`src/rtl/e1fs_pkg.sv`:
```
package e1fs_pkg;
  typedef enum logic [1:0] {
    ST_HUNT    = 2'd0,
    ST_ABSENT  = 2'd1,
    ST_PRESENT = 2'd2,
    ST_SYNC    = 2'd3
  } fs_state_t;

  localparam int FAS_LEN = 7;
endpackage

```
`src/rtl/e1fs_window.sv`:
```
module e1fs_window #(
  parameter int              W       = 7,
  parameter logic [W-1:0]    PATTERN = 7'b0011011
) (
  input  logic clk,
  input  logic rst_n,
  input  logic bit_en,
  input  logic rx_bit,
  output logic match,
  output logic lead_bit
);
  logic [W-1:0] win_q;
  logic [W-1:0] win_nxt;

  // preset to ones so a match needs W bits received since reset
  always_comb begin
    win_nxt  = {win_q[W-2:0], rx_bit};
    match    = (win_nxt == PATTERN);
    lead_bit = win_nxt[W-1];
  end

  always_ff @(posedge clk or negedge rst_n) begin
    if (!rst_n)      win_q <= '1;
    else if (bit_en) win_q <= win_nxt;
  end
endmodule

```
`src/rtl/e1fs_position.sv`:
```
module e1fs_position #(
  parameter int TS_N  = 32,
  parameter int BIT_N = 8,
  parameter int BIT_W = 3,
  parameter int TS_W  = 5
) (
  input  logic             clk,
  input  logic             rst_n,
  input  logic             bit_en,
  input  logic             lock,
  output logic [BIT_W-1:0] bit_q,
  output logic [TS_W-1:0]  ts_q,
  output logic             fas_q,
  output logic             word_end
);
  localparam logic [BIT_W-1:0] LAST_BIT = BIT_W'(BIT_N - 1);
  localparam logic [TS_W-1:0]  LAST_TS  = TS_W'(TS_N - 1);

  logic [BIT_W-1:0] bit_d;
  logic [TS_W-1:0]  ts_d;
  logic             fas_d;

  always_comb begin
    bit_d    = bit_q;
    ts_d     = ts_q;
    fas_d    = fas_q;
    word_end = 1'b0;
    if (bit_en) begin
      if (lock) begin
        bit_d = LAST_BIT;
        ts_d  = '0;
        fas_d = 1'b1;
      end else begin
        if (bit_q == LAST_BIT) begin
          bit_d = '0;
          if (ts_q == LAST_TS) begin
            ts_d  = '0;
            fas_d = ~fas_q;
          end else begin
            ts_d = ts_q + 1'b1;
          end
        end else begin
          bit_d = bit_q + 1'b1;
        end
        word_end = (bit_d == LAST_BIT) && (ts_d == '0);
      end
    end
  end

  always_ff @(posedge clk or negedge rst_n) begin
    if (!rst_n) begin
      bit_q <= '0;
      ts_q  <= '0;
      fas_q <= 1'b0;
    end else if (bit_en) begin
      bit_q <= bit_d;
      ts_q  <= ts_d;
      fas_q <= fas_d;
    end
  end
endmodule

```
`src/rtl/e1fs_err_run.sv`:
```
module e1fs_err_run #(
  parameter int LIMIT = 3,
  parameter int CW    = $clog2(LIMIT + 1)
) (
  input  logic clk,
  input  logic rst_n,
  input  logic clr,
  input  logic chk,
  input  logic err,
  output logic hit
);
  logic [CW-1:0] run_q;
  logic [CW-1:0] run_d;

  always_comb begin
    hit   = chk && err && (run_q == CW'(LIMIT - 1));
    run_d = run_q;
    if (clr)      run_d = '0;
    else if (chk) run_d = (err && !hit) ? run_q + 1'b1 : '0;
  end

  always_ff @(posedge clk or negedge rst_n) begin
    if (!rst_n) run_q <= '0;
    else        run_q <= run_d;
  end
endmodule

```
`src/rtl/e1_frame_sync.sv`:
```
module e1_frame_sync
  import e1fs_pkg::*;
#(
  parameter int                  TS_PER_FRAME = 32,
  parameter int                  BITS_PER_TS  = 8,
  parameter logic [FAS_LEN-1:0]  FAS_PATTERN  = 7'b0011011,
  parameter int                  FAS_ERR_RUN  = 3,
  parameter int                  B2_ERR_RUN   = 3,
  localparam int                 BIT_W        = $clog2(BITS_PER_TS),
  localparam int                 TS_W         = $clog2(TS_PER_FRAME)
) (
  input  logic             clk,
  input  logic             rst_n,
  input  logic             bit_en,
  input  logic             rx_bit,
  input  logic             auto_resync_dis,
  input  logic             resync_req,
  input  logic             bit2_rule_en,
  output logic [BIT_W-1:0] bit_cnt,
  output logic [TS_W-1:0]  ts_cnt,
  output logic             fas_frame,
  output logic             los,
  output logic             frame_err,
  output logic             resync_met
);
  fs_state_t state_q, state_d;
  logic      req_q;
  logic      req_edge;
  logic      word_match, bit2_val;
  logic      lock, word_end;
  logic      sync_chk, fas_chk, b2_chk;
  logic      hit_fas, hit_b2;
  logic      ferr_d, met_d;
  logic      ferr_q, met_q;

  e1fs_window #(.W(FAS_LEN), .PATTERN(FAS_PATTERN)) u_win (
    .clk(clk), .rst_n(rst_n), .bit_en(bit_en), .rx_bit(rx_bit),
    .match(word_match), .lead_bit(bit2_val)
  );

  assign lock = bit_en && (state_q == ST_HUNT) && word_match;

  e1fs_position #(.TS_N(TS_PER_FRAME), .BIT_N(BITS_PER_TS),
                  .BIT_W(BIT_W), .TS_W(TS_W)) u_pos (
    .clk(clk), .rst_n(rst_n), .bit_en(bit_en), .lock(lock),
    .bit_q(bit_cnt), .ts_q(ts_cnt), .fas_q(fas_frame), .word_end(word_end)
  );

  assign req_edge = resync_req && !req_q;
  assign sync_chk = word_end && (state_q == ST_SYNC) && !req_edge;
  assign fas_chk  = sync_chk && fas_frame;
  assign b2_chk   = sync_chk && !fas_frame && bit2_rule_en;

  e1fs_err_run #(.LIMIT(FAS_ERR_RUN)) u_fas_run (
    .clk(clk), .rst_n(rst_n), .clr(state_q != ST_SYNC),
    .chk(fas_chk), .err(!word_match), .hit(hit_fas)
  );

  e1fs_err_run #(.LIMIT(B2_ERR_RUN)) u_b2_run (
    .clk(clk), .rst_n(rst_n), .clr(state_q != ST_SYNC),
    .chk(b2_chk), .err(!bit2_val), .hit(hit_b2)
  );

  always_comb begin
    state_d = state_q;
    if (req_edge) begin
      state_d = ST_HUNT;
    end else begin
      unique case (state_q)
        ST_HUNT:    if (lock) state_d = ST_ABSENT;
        ST_ABSENT:  if (word_end) state_d = (!word_match && bit2_val) ? ST_PRESENT : ST_HUNT;
        ST_PRESENT: if (word_end) state_d = word_match ? ST_SYNC : ST_HUNT;
        ST_SYNC:    if ((hit_fas || hit_b2) && !auto_resync_dis) state_d = ST_HUNT;
        default:    state_d = ST_HUNT;
      endcase
    end
    ferr_d = fas_chk && !word_match;
    met_d  = hit_fas || hit_b2;
  end

  always_ff @(posedge clk or negedge rst_n) begin
    if (!rst_n) begin
      state_q <= ST_HUNT;
      req_q   <= 1'b0;
      ferr_q  <= 1'b0;
      met_q   <= 1'b0;
    end else begin
      state_q <= state_d;
      req_q   <= resync_req;
      ferr_q  <= ferr_d;
      met_q   <= met_d;
    end
  end

  assign los        = (state_q != ST_SYNC);
  assign frame_err  = ferr_q;
  assign resync_met = met_q;
endmodule

```
`config.mk`:
```
export PLATFORM = sky130hd
export DESIGN_NAME = e1_frame_sync
export DESIGN_NICKNAME = d
export VERILOG_FILES = /design/src/rtl/e1fs_pkg.sv /design/src/rtl/e1fs_window.sv /design/src/rtl/e1fs_position.sv /design/src/rtl/e1fs_err_run.sv /design/src/rtl/e1_frame_sync.sv
export SDC_FILE = /design/constraint.sdc
export NUM_CORES = 1
export LEC_CHECK = 0
export BUFFER_PORTS_ARGS = -buffer_cell sky130_fd_sc_hd__buf_4
export CELL_PAD_IN_SITES_DETAIL_PLACEMENT = 0
export CELL_PAD_IN_SITES_GLOBAL_PLACEMENT = 1
export CORE_ASPECT_RATIO = 1.4
export CORE_MARGIN = 8
export CORE_UTILIZATION = 45
export CTS_BUF_LIST = sky130_fd_sc_hd__clkbuf_4 sky130_fd_sc_hd__clkbuf_8 sky130_fd_sc_hd__clkbuf_16
export CTS_CLUSTER_DIAMETER = 100
export DETAILED_ROUTE_END_ITERATION = 6
export GPL_TIMING_DRIVEN = 0
export HOLD_SLACK_MARGIN = 0.05
export PLACE_DENSITY_LB_ADDON = 0.1
export SLEW_MARGIN = 20
export SYNTH_ARGS = -nofsm -noshare
export SYNTH_HDL_FRONTEND = slang
export SYNTH_SLANG_ARGS = --single-unit
```
`constraint.sdc`:
```
create_clock -name clk -period 4.6 [get_ports clk]
set_clock_uncertainty 0.1 [all_clocks]
set_input_delay 0.92 -clock clk [delete_from_list [all_inputs] [get_ports clk]]
set_output_delay 0.92 -clock clk [all_outputs]
set_load 0.02 [all_outputs]
```
==> run_summary.xml <==
<?xml version="1.0" encoding="UTF-8"?>
<metrics>
  <group name="grt">
    <metric name="first_global_vias" unit="">1170</metric>
    <metric name="antenna_found_initial" unit="">0</metric>
    <metric name="leftover_overflow_at_the_end_of_global_routing" unit="">0</metric>
    <metric name="met2_layer_usage_reported_by_global_route" unit="">0.234</metric>
    <metric name="grt_most_used_layer" unit="">met2</metric>
    <metric name="pin_count_of_the_biggest_net_entering_global_routing" unit="">25</metric>
    <metric name="grt_util_all_layers" unit="">0.119</metric>
    <metric name="wire_length_of_the_first_global_routing_pass" unit="microns">5040</metric>
    <metric name="groute.layer.met1.usage" unit="">0.117</metric>
    <metric name="grt_use_met3" unit="">0.0256</metric>
  </group>
  <group name="yosys">
    <metric name="postSynthNetCount" unit="">142</metric>
    <metric name="synth_simple_gate_area_frac" unit="">0.254</metric>
    <metric name="synthMuxAreaShare" unit="">0.0901</metric>
    <metric name="synth_top_family_by_area" unit="">simple AND/OR/NAND/NOR gates</metric>
    <metric name="async_reset_ff_frac" unit="">1.00</metric>
    <metric name="post_synth_top_flop" unit="">sky130_fd_sc_hd__dfrtp_1</metric>
    <metric name="synth_adder_area_share" unit="">0.0618</metric>
    <metric name="synth.yosys.seq_area_share" unit="">0.429</metric>
    <metric name="synth_xor_area_frac" unit="">0.00618</metric>
    <metric name="syn-mean-instance-area" unit="sq um">11.1</metric>
    <metric name="synth_cells" unit="">128</metric>
    <metric name="synth-edff-count" unit="">0</metric>
    <metric name="ys_types" unit="">43</metric>
    <metric name="synthesis.yosys.warnings" unit="">0</metric>
    <metric name="synth-seq-cells" unit="">24</metric>
    <metric name="post_synthesis_instance_area" unit="sq um">1420</metric>
    <metric name="synth_compound_area_frac" unit="">0.104</metric>
  </group>
  <group name="clocking">
    <metric name="cts_made_buffers" unit="">3</metric>
    <metric name="cts_setup_buffers" unit="">0</metric>
    <metric name="clockRootBuffer" unit="">sky130_fd_sc_hd__clkbuf_8</metric>
    <metric name="clk_latency" unit="ns">0.26</metric>
    <metric name="cts_buffer_depth" unit="">2</metric>
    <metric name="clock_tree_from_tritoncts" unit="">yes</metric>
    <metric name="post_cts_resized" unit="">0</metric>
    <metric name="clkSinkCount" unit="">24</metric>
    <metric name="cts.htree.levels" unit="">1</metric>
    <metric name="hold_buffers" unit="">0</metric>
    <metric name="clk_transition_reported_paths" unit="ns">0.09</metric>
  </group>
  <group name="timing">
    <metric name="timing_worst_slew_pin_value" unit="ns">0.522</metric>
    <metric name="finalSetupTns" unit="ns">0</metric>
    <metric name="finalWorstPathRequiredPeriod" unit="ns">2.33</metric>
    <metric name="max_slew_margin" unit="">0.652</metric>
    <metric name="rsz0062_at_grt" unit="">no</metric>
    <metric name="clock.fmax" unit="MHz">428</metric>
    <metric name="worst_hold_slack" unit="ns">0.437</metric>
    <metric name="timing_max_transition_violations_final" unit="">0</metric>
    <metric name="final_period_utilization" unit="">0.508</metric>
    <metric name="timing_hold_violations_final" unit="">0</metric>
    <metric name="setup-violations-final" unit="">0</metric>
  </group>
  <group name="setup_path">
    <metric name="required" unit="ns">4.65</metric>
    <metric name="path_cells" unit="">ha_1 -&gt; and3_1 -&gt; ha_1 -&gt; mux2i_1 -&gt; nand4_1 -&gt; nor3_4 -&gt; nand4_2 -&gt; mux2i_1</metric>
    <metric name="reg2reg_from" unit="">u_pos.ts_q[0]</metric>
    <metric name="crit_buf_inv" unit="">0</metric>
    <metric name="crit_fanout" unit="">6</metric>
    <metric name="cp-start-kind" unit="">register</metric>
    <metric name="worstSetupStartpoint" unit="">u_pos.ts_q[0]</metric>
    <metric name="reg2reg_depth" unit="">8</metric>
    <metric name="worstPathArrival" unit="ns">2.39</metric>
    <metric name="crit_family" unit="">simple AND/OR/NAND/NOR gates</metric>
    <metric name="worst_flop_to_flop_path_endpoint" unit="">u_fas_run.run_q[1]</metric>
    <metric name="setup.reg_to_reg.worst_slack" unit="ns">2.27</metric>
    <metric name="cp_slowest_stage_delay" unit="ns">0.44</metric>
    <metric name="critPathCaptureType" unit="">register</metric>
    <metric name="crit_path_kind" unit="">register to register</metric>
    <metric name="crit_slowest_cell" unit="">sky130_fd_sc_hd__dfrtp_1</metric>
  </group>
  <group name="place">
    <metric name="place.port_buffers" unit="">17</metric>
    <metric name="place_inst" unit="">184</metric>
    <metric name="post-dp-hpwl" unit="microns">2300</metric>
    <metric name="gpl.final_weighted_congestion" unit="">0.822</metric>
  </group>
  <group name="detailed_routing">
    <metric name="detailedRoute.firstIterationViolations" unit="">24</metric>
    <metric name="detailed_routing_iterations_pass_1" unit="">4</metric>
    <metric name="drc" unit="">0</metric>
    <metric name="via_per_inst" unit="">5.57</metric>
    <metric name="wl" unit="microns">2900</metric>
    <metric name="detailroute.via_count" unit="">1048</metric>
    <metric name="final_antenna_violating_net_count" unit="">0</metric>
    <metric name="post_drt_wl_per_cell" unit="microns">15.4</metric>
  </group>
  <group name="layout">
    <metric name="diodes" unit="">0</metric>
    <metric name="finished_layout_cells" unit="">188</metric>
    <metric name="layout_common_cells" unit="">sky130_fd_sc_hd__dfrtp_1, sky130_fd_sc_hd__buf_4, sky130_fd_sc_hd__nand2_1</metric>
    <metric name="post_route_cells_drive_above_1_share" unit="">0.329</metric>
    <metric name="filler_cell_count" unit="">293</metric>
    <metric name="layout_commonest_cell" unit="">sky130_fd_sc_hd__dfrtp_1</metric>
    <metric name="finish.net_count" unit="">164</metric>
    <metric name="layout-area-overhead-vs-synth" unit="%">17.5</metric>
  </group>
  <group name="worst_hold_path">
    <metric name="holdCritPathClass" unit="">input pin to async pin</metric>
  </group>
  <group name="floorplanning">
    <metric name="placement_rows" unit="">24</metric>
    <metric name="num_io_pins" unit="">19</metric>
    <metric name="dieWidth" unit="microns">63.4</metric>
    <metric name="design.core.area" unit="sq um">3060</metric>
    <metric name="chipHeight" unit="microns">82.4</metric>
    <metric name="die-area" unit="sq um">5220</metric>
    <metric name="initial_core_util" unit="">0.462</metric>
  </group>
  <group name="power">
    <metric name="p_leak" unit="nW">0.772</metric>
    <metric name="irDropWorstVdd" unit="mV">0.298</metric>
    <metric name="power.density" unit="nW/um^2">481</metric>
  </group>
  <group name="run_status">
    <metric name="outcome" unit="">complete, no violations</metric>
  </group>
  <group name="job">
    <metric name="drv_cap" unit="">0</metric>
  </group>
</metrics>
## flip-flops by register name, summed over array words and instances, names as in the netlist
| signal | count |
|---|---|
| u_win.win_q | 6 |
| u_pos.ts_q | 5 |
| u_pos.bit_q | 3 |
| state_q | 2 |
| u_b2_run.run_q | 2 |
| u_fas_run.run_q | 2 |
| frame_err | 1 |
| req_q | 1 |
| resync_met | 1 |
| u_pos.fas_q | 1 |
## through the flow
step	power, mW	util	instance area (sq um)	setup WS [ns]
2_1_floorplan	0.521	-	1420	2.38
4_1_cts	0.812	0.543	1660	2.26
3_5_place_dp	0.626	0.520	1590	2.23
6_report	0.800	0.543	1660	2.27
5_1_grt	0.854	0.543	1660	2.11
3_3_place_gp	0.616	0.520	1590	2.24
## routing by layer
layer  vias up  share of wire  wire, microns
li1        511              -              -
met2        14           0.56           1630
met5         -              0              0
met1       519           0.39           1130
met3         4          0.038            109
met4         0          0.012             36
## cells in the mapped netlist (2+ instances only)
master | n | area share
sky130_fd_sc_hd__a21oi_1 | 2 | 0.0071
sky130_fd_sc_hd__a32o_1 | 3 | 0.021
sky130_fd_sc_hd__and2_1 | 2 | 0.0088
sky130_fd_sc_hd__and3_1 | 2 | 0.0088
sky130_fd_sc_hd__buf_6 | 2 | 0.016
sky130_fd_sc_hd__clkbuf_8 | 2 | 0.019
sky130_fd_sc_hd__dfrtp_1 | 18 | 0.32
sky130_fd_sc_hd__dfstp_2 | 6 | 0.11
sky130_fd_sc_hd__ha_1 | 7 | 0.062
sky130_fd_sc_hd__inv_1 | 6 | 0.016
sky130_fd_sc_hd__mux2_2 | 6 | 0.048
sky130_fd_sc_hd__mux2i_1 | 6 | 0.042
sky130_fd_sc_hd__nand2_1 | 11 | 0.029
sky130_fd_sc_hd__nand2b_1 | 3 | 0.013
sky130_fd_sc_hd__nand3_1 | 9 | 0.032
sky130_fd_sc_hd__nand4_1 | 2 | 0.0088
sky130_fd_sc_hd__nand4_2 | 2 | 0.018
sky130_fd_sc_hd__nand4bb_1 | 2 | 0.016
sky130_fd_sc_hd__nor2_1 | 5 | 0.013
sky130_fd_sc_hd__nor3_1 | 4 | 0.014
sky130_fd_sc_hd__o211ai_1 | 2 | 0.011
sky130_fd_sc_hd__o21ai_0 | 3 | 0.011
sky130_fd_sc_hd__or4_1 | 3 | 0.016
## power by group
part           leakage, nW  switching, mW  internal, mW
registers            0.296         0.0544         0.264
logic                0.440          0.154         0.144
clock network       0.0357         0.0676         0.116
## cells by family (layout without fill, tap and decap cells)
group           after synthesis  after routing
fa+ha+maj                     7              7
mux                          12             12
simple gates                 57             57
xor+xnor                      1              1
compound gates               16             16
flops                        24             24
buf+inv                      11             32
## worst max path at each step
stage               slack (ns)  cells after the start                 end
floorplan                 2.38                      8  u_fas_run.run_q[0]
global placement          2.24                      5       u_pos.ts_q[0]
detailed placement        2.23                      5       u_pos.ts_q[4]
CTS                       2.26                      8  u_fas_run.run_q[1]
global route              2.11                      8   u_b2_run.run_q[0]
finish                    2.27                      8  u_fas_run.run_q[1]
## final cells by class
cell class / instances / area (sq um) / area share
multi-input combinational: 93 / 732 / 0.440
inverter: 6 / 22.5 / 0.0135
timing repair buffer: 17 / 128 / 0.0767
clock inverter: 1 / 30.0 / 0.0180
buffer: 5 / 53.8 / 0.0323
tap: 39 / 48.8 / 0.0293
sequential: 24 / 608 / 0.365
clock buffer: 3 / 41.3 / 0.0248
## worst register-to-register path, stage by stage, from the launching register on
cell	delay [ns]
sky130_fd_sc_hd__dfrtp_1	0.44
sky130_fd_sc_hd__ha_1	0.24
sky130_fd_sc_hd__and3_1	0.17
sky130_fd_sc_hd__ha_1	0.28
sky130_fd_sc_hd__mux2i_1	0.13
sky130_fd_sc_hd__nand4_1	0.18
sky130_fd_sc_hd__nor3_4	0.32
sky130_fd_sc_hd__nand4_2	0.20
sky130_fd_sc_hd__mux2i_1	0.16
Note: power is estimated with default switching activity, not from simulation.
